<file path="config.mk">
export PLATFORM = sky130hd
export DESIGN_NAME = ddc_gpio_port
export DESIGN_NICKNAME = d
export VERILOG_FILES = /design/src/rtl/ddc_gpio_pkg.sv /design/src/rtl/ddc_gpio_regs.sv /design/src/rtl/ddc_gpio_sync.sv /design/src/rtl/ddc_gpio_drive.sv /design/src/rtl/ddc_gpio_port.sv
export SDC_FILE = /design/constraint.sdc
export NUM_CORES = 1
export LEC_CHECK = 0
export ABC_AREA = 0
export ABC_CLOCK_PERIOD_IN_PS = 1600
export BUFFER_PORTS_ARGS = -buffer_cell sky130_fd_sc_hd__buf_2
export CAP_MARGIN = 40
export CORE_UTILIZATION = 45
export CTS_CLUSTER_SIZE = 25
export DETAILED_ROUTE_END_ITERATION = 12
export GPL_TIMING_DRIVEN = 0
export PLACE_DENSITY_LB_ADDON = 0.08
export SETUP_SLACK_MARGIN = 0.5
export SKIP_CTS_REPAIR_TIMING = 1
export SLEW_MARGIN = 15
export SYNTH_ARGS = -nofsm -noshare
export SYNTH_HDL_FRONTEND = slang
export SYNTH_SLANG_ARGS = --single-unit
export TNS_END_PERCENT = 1
</file>
<file path="constraint.sdc">
create_clock -name clk -period 1.6 [get_ports clk]
set_input_delay 0.16 -clock clk [delete_from_list [all_inputs] [get_ports clk]]
set_output_delay 0.16 -clock clk [all_outputs]
set_load 0.03 [all_outputs]
</file>
<file path="src/rtl/ddc_gpio_pkg.sv">
package ddc_gpio_pkg;

    typedef struct packed {
        logic scl;
        logic sda;
    } line_pair_t;

    // Merge enabled byte lanes of new data into an old word.
    function automatic logic [31:0] merge_lanes(input logic [31:0] old_w,
                                                input logic [31:0] new_w,
                                                input logic [3:0]  be);
        logic [31:0] r;
        r = old_w;
        for (int l = 0; l < 4; l++) begin
            if (be[l]) r[8*l +: 8] = new_w[8*l +: 8];
        end
        return r;
    endfunction

    // Active-low pull-down: pull only when enabled and driving zero.
    function automatic logic pad_pd_n(input logic en, input logic val);
        return ~(en & ~val);
    endfunction

endpackage

</file>
<file path="src/rtl/ddc_gpio_regs.sv">
module ddc_gpio_regs
    import ddc_gpio_pkg::*;
#(
    parameter int BASE_BIT   = 0,
    parameter bit MASK_GATED = 1'b0,
    parameter int MASK_BIT   = 25
) (
    input  logic        clk,
    input  logic        rst,
    input  logic        wr_en,
    input  logic [3:0]  wr_be,
    input  logic [31:0] wr_data,
    output logic [31:0] stored,
    output logic [31:0] merged,
    output logic        upd
);
    localparam int SDA_RB  = BASE_BIT + 8;
    localparam int SCL_RB  = BASE_BIT + 9;
    localparam int SDA_EN  = BASE_BIT + 16;
    localparam int SCL_EN  = BASE_BIT + 17;
    localparam int EN_LANE = SDA_EN / 8;

    logic gate_ok;

    always_comb begin
        merged         = merge_lanes(stored, wr_data, wr_be);
        merged[SDA_RB] = 1'b0;
        merged[SCL_RB] = 1'b0;
    end

    generate
        if (MASK_GATED) begin : g_gated
            assign gate_ok = merged[MASK_BIT] &&
                             (wr_be[EN_LANE] ||
                              (wr_be[0] && (merged[SDA_EN] || merged[SCL_EN])));
        end else begin : g_open
            assign gate_ok = 1'b1;
        end
    endgenerate

    assign upd = wr_en && gate_ok;

    always_ff @(posedge clk) begin
        if (rst)        stored <= '0;
        else if (wr_en) stored <= merged;
    end


    stored_hold_chk: assert property (@(posedge clk) disable iff (rst)
        !wr_en |=> stored == $past(stored));

endmodule

</file>
<file path="src/rtl/ddc_gpio_sync.sv">
module ddc_gpio_sync #(
    parameter int STAGES = 2,
    parameter int WIDTH  = 2
) (
    input  logic             clk,
    input  logic             rst,
    input  logic [WIDTH-1:0] d,
    output logic [WIDTH-1:0] q
);
    logic [WIDTH-1:0] chain [STAGES];

    generate
        for (genvar s = 0; s < STAGES; s++) begin : g_stage
            always_ff @(posedge clk) begin
                if (rst)         chain[s] <= '1;
                else if (s == 0) chain[s] <= d;
                else             chain[s] <= chain[(s == 0) ? 0 : s-1];
            end
        end
    endgenerate

    assign q = chain[STAGES-1];

endmodule

</file>
<file path="src/rtl/ddc_gpio_drive.sv">
module ddc_gpio_drive
    import ddc_gpio_pkg::*;
#(
    parameter int BASE_BIT = 0
) (
    input  logic        clk,
    input  logic        rst,
    input  logic        upd,
    input  logic [31:0] merged,
    output line_pair_t  pd_n
);
    localparam int SDA_OUT = BASE_BIT;
    localparam int SCL_OUT = BASE_BIT + 1;
    localparam int SDA_EN  = BASE_BIT + 16;
    localparam int SCL_EN  = BASE_BIT + 17;

    logic sda_pend;
    logic pend_v;

    always_ff @(posedge clk) begin
        if (rst) begin
            pd_n     <= '{scl: 1'b1, sda: 1'b1};
            sda_pend <= 1'b1;
            pend_v   <= 1'b0;
        end else begin
            pend_v <= upd;
            if (upd) begin
                pd_n.scl <= pad_pd_n(merged[SCL_EN], merged[SCL_OUT]);
                sda_pend <= pad_pd_n(merged[SDA_EN], merged[SDA_OUT]);
            end
            if (pend_v) pd_n.sda <= sda_pend;
        end
    end


    sda_after_scl_chk: assert property (@(posedge clk) disable iff (rst)
        !pend_v |=> $stable(pd_n.sda));

endmodule

</file>
<file path="src/rtl/ddc_gpio_port.sv">
module ddc_gpio_port
    import ddc_gpio_pkg::*;
#(
    parameter int BASE_BIT    = 0,
    parameter bit MASK_GATED  = 1'b0,
    parameter int MASK_BIT    = 25,
    parameter int SYNC_STAGES = 2
) (
    input  logic        clk,
    input  logic        rst,
    input  logic        wr_en,
    input  logic [3:0]  wr_be,
    input  logic [31:0] wr_data,
    output logic [31:0] rd_data,
    input  logic        scl_in,
    input  logic        sda_in,
    output logic        scl_pd_n,
    output logic        sda_pd_n
);
    localparam int SDA_RB = BASE_BIT + 8;
    localparam int SCL_RB = BASE_BIT + 9;

    logic [31:0] stored, merged;
    logic        upd;
    line_pair_t  sensed, drv;

    ddc_gpio_regs #(.BASE_BIT(BASE_BIT), .MASK_GATED(MASK_GATED),
                    .MASK_BIT(MASK_BIT)) regs_i (
        .clk(clk), .rst(rst), .wr_en(wr_en), .wr_be(wr_be),
        .wr_data(wr_data), .stored(stored), .merged(merged), .upd(upd));

    ddc_gpio_drive #(.BASE_BIT(BASE_BIT)) drive_i (
        .clk(clk), .rst(rst), .upd(upd), .merged(merged), .pd_n(drv));

    ddc_gpio_sync #(.STAGES(SYNC_STAGES), .WIDTH(2)) sync_i (
        .clk(clk), .rst(rst), .d({scl_in, sda_in}), .q(sensed));

    always_comb begin
        rd_data         = stored;
        rd_data[SDA_RB] = sensed.sda;
        rd_data[SCL_RB] = sensed.scl;
    end

    assign scl_pd_n = drv.scl;
    assign sda_pd_n = drv.sda;


    scl_quiet_chk: assert property (@(posedge clk) disable iff (rst)
        !wr_en |=> $stable(scl_pd_n));

    generate
        if (MASK_GATED) begin : g_mask_chk

            mask_block_chk: assert property (@(posedge clk) disable iff (rst)
                (wr_en && wr_be[MASK_BIT/8] && !wr_data[MASK_BIT]) |=> $stable(scl_pd_n));
        end
        if (SYNC_STAGES == 2) begin : g_rb_chk

            rb_rise_chk: assert property (@(posedge clk) disable iff (rst)
                $rose(rd_data[SDA_RB]) |-> $past(sda_in, 2));
        end
    endgenerate

endmodule

</file>
==> impl_metrics.csv <==
group,metric,value,unit
drt,drt_iter0_markers,77,
power_and_ir_drop,swShare,28.1,%
flow_run,maxCapViolations,0,
timing,final_hold_viol_count,0,
timing,max_freq,919,MHz
floorplanning,start_util,48.3,%
placement,post-dp-hpwl,2.77,mm
setup_path,cp.arrival,0.93,ns
cells_and_area,drive_gt1_share,44.3,%
clock_tree,cts.sinks,38,
clock_tree,cts-buffers-inserted,5,
cells_and_area,syn_to_final_growth,28.8,%
floorplanning,die_y,62.6,um
setup_path,crit_fanout,3,
global_route,antenna_found_initial,0,
timing,post-route-period-util,68.0,%
power_and_ir_drop,cellLeakagePower,0.980,nW
logic_synthesis,ys_warn_count,0,
setup_path,crit_type,"flip-flop to output pin",
placement,dpl-instance-area,2050,um^2
power_and_ir_drop,vdd_drop_max,454,uV
global_route,grt_pass1_vias,1452,
cells_and_area,nNetsFinal,279,
drt,wire_per_inst,13.5,um
logic_synthesis,synthCells,161,
global_route,grt_max_degree,11,
drt,viasPerCell,5.13,
logic_synthesis,ys_types,16,
logic_synthesis,syn_area_per_cell,10.3,um^2
clock_tree,cts_tree,"built",
hold_path,worstHoldPathType,"input pin to flip-flop",
drt,drtPass1Iterations,4,
timing,hold_ws,0.00868,ns
power_and_ir_drop,power_frac_clock,26.8,%
setup_path,crit_required,1.44,ns
power_and_ir_drop,pwr-share-seq,54.2,%
drt,vias,1453,
power_and_ir_drop,p_int,1.34,mW
floorplanning,dieWidth,62.6,um
clock_tree,htree_levels,2,
timing,slew_headroom,87.1,%
setup_path,path_buf_inv,1,
logic_synthesis,synth.net_count,202,
global_route,globalRouteOverflowTotal,0,
drt,drcViolationCount,0,
clock_tree,path_clk_slew,0.11,ns
logic_synthesis,yosysSeqAreaShare,46.1,%
clock_tree,clock_path_buffers,2,
timing,setup_tns,0,ns
timing,rsz0062_at_grt,"yes",
drt,ant_nets,0,
clock_tree,cts_root_buffer,"clkbuf_4",
cells_and_area,design_area,2130,um^2
power_and_ir_drop,combPwrFrac,19.1,%
drt,wl,3.83,mm
power_and_ir_drop,fin_total_pwr,1.86,mW
floorplanning,rows,21,
floorplanning,ios,75,
setup_path,critPathTopFamily,"flip-flops",
clock_tree,insertion_delay,0.35,ns
placement,portBuffers,68,
cells_and_area,utilization,62.2,%
timing,worst_slew_pin_slew,0.189,ns
setup_path,path_cells,"clkbuf_4",
setup_path,critPathCaptureType,"output pin",
setup_path,cp_slowest_cell,"dfxtp_1",
setup_path,max_stage_delay,0.38,ns
power_and_ir_drop,switchingPower,523,uW
power_and_ir_drop,cellPowerDensity,876,nW/um^2
outcome,status,"complete, no violations",
timing,period_minus_slack,1.09,ns
floorplanning,dieArea,3910,um^2
timing,finClkSkew,0.00735,ns
timing,setup-violations-final,0,
cells_and_area,diodes,0,
logic_synthesis,synth_area,1650,um^2
floorplanning,core,3420,um^2
timing,drv_slew,0,
global_route,grtUsageTotal,21.2,%
global_route,grt_pass1_wl,6.52,mm
setup_path,crit_path_start_kind,"flip-flop",
logic_synthesis,synth-seq-cells,38,
placement,place.gp.congestion,0.784,
==> power groups by stage <==
stage | sequential [mW] | clock [mW] | combinational (mW)
after floorplan | 1.11 | 0 | 0.160
after global routing | 1.01 | 0.544 | 0.385
after global placement | 1.03 | 0 | 0.344
after detailed placement | 1.03 | 0 | 0.352
final | 1.01 | 0.498 | 0.356
after CTS | 1.01 | 0.512 | 0.353
==> worst paths after layout <==
kind / start / end / slack [ns] / cells past startpoint
max: regs_i.stored[1] / rd_data[1] / 0.51 / 1
min: rst / drive_i.pend_v / 0.009 / 2
max reg2reg: regs_i.stored[16] / drive_i.sda_pend / 0.77 / 2
min reg2reg: sync_i.chain[0][0] / sync_i.chain[1][0] / 0.42 / 1
==> Yosys cell counts, drive strengths merged <==
library cell,count,area (um^2)
a21oi,30,165
a21bo,30,300
nor2b,2,12.5
a31oi,2,12.5
dfxtp,38,761
nor3,2,10.0
mux2i,2,20.0
or2,4,25.0
mux2,2,30.0
nand3,30,150
buf,18,155
a211o,1,8.76
==> cell type report <==
type	count	area, um^2
fill	321	1290
buffer	18	155
multi-input combinational	105	734
sequential	38	762
tap	46	57.6
clock buffer	6	51.3
timing repair buffer	70	365
==> cells by family (layout without fill, tap and decap cells) <==
kind of cell           count (synthesis)  count (layout)  synth area share, %
AOI/OAI and AO/OA                     63              63                 29.5
and+or+nand+nor                       38              38                 12.0
DFF                                   38              38                 46.1
buffers and inverters                 18              94                 9.40
muxes                                  4               4                 3.03
==> placed cells by master, fill, tap and decap left out, drive strengths merged <==
cell         synthesis  routed
buf                 18      84
dfxtp               38      38
nand3               30      30
a21bo               30      30
a21oi               30      30
clkbuf               0       8
or2                  4       4
nor2b                2       2
mux2i                2       2
mux2                 2       2
nor3                 2       2
a31oi                2       2
dlygate4sd3          0       2
a211o                1       1
==> metal layers <==
metal | share of wire (%) | global-route usage [%]
met1 | 44 | 25.1
met2 | 49 | 35.9
met5 | 0 | 0
met4 | 1.3 | 6.98
met3 | 5.5 | 6.93
==> registers in the layout, summed over array words and instances, names as in the netlist <==
register / count
drive_i.sda_pend: 1
regs_i.stored: 30
drive_i.pend_v: 1
sync_i.chain: 4
drive_i.pd_n: 2
==> stage by stage <==
stage	std cells	setup slack, ns
2_1_floorplan	161	0.681
3_3_place_gp	275	0.733
3_5_place_dp	275	0.689
4_1_cts	281	0.501
5_1_grt	283	0.483
6_report	283	0.511
Power figures use the tool's default switching activity.
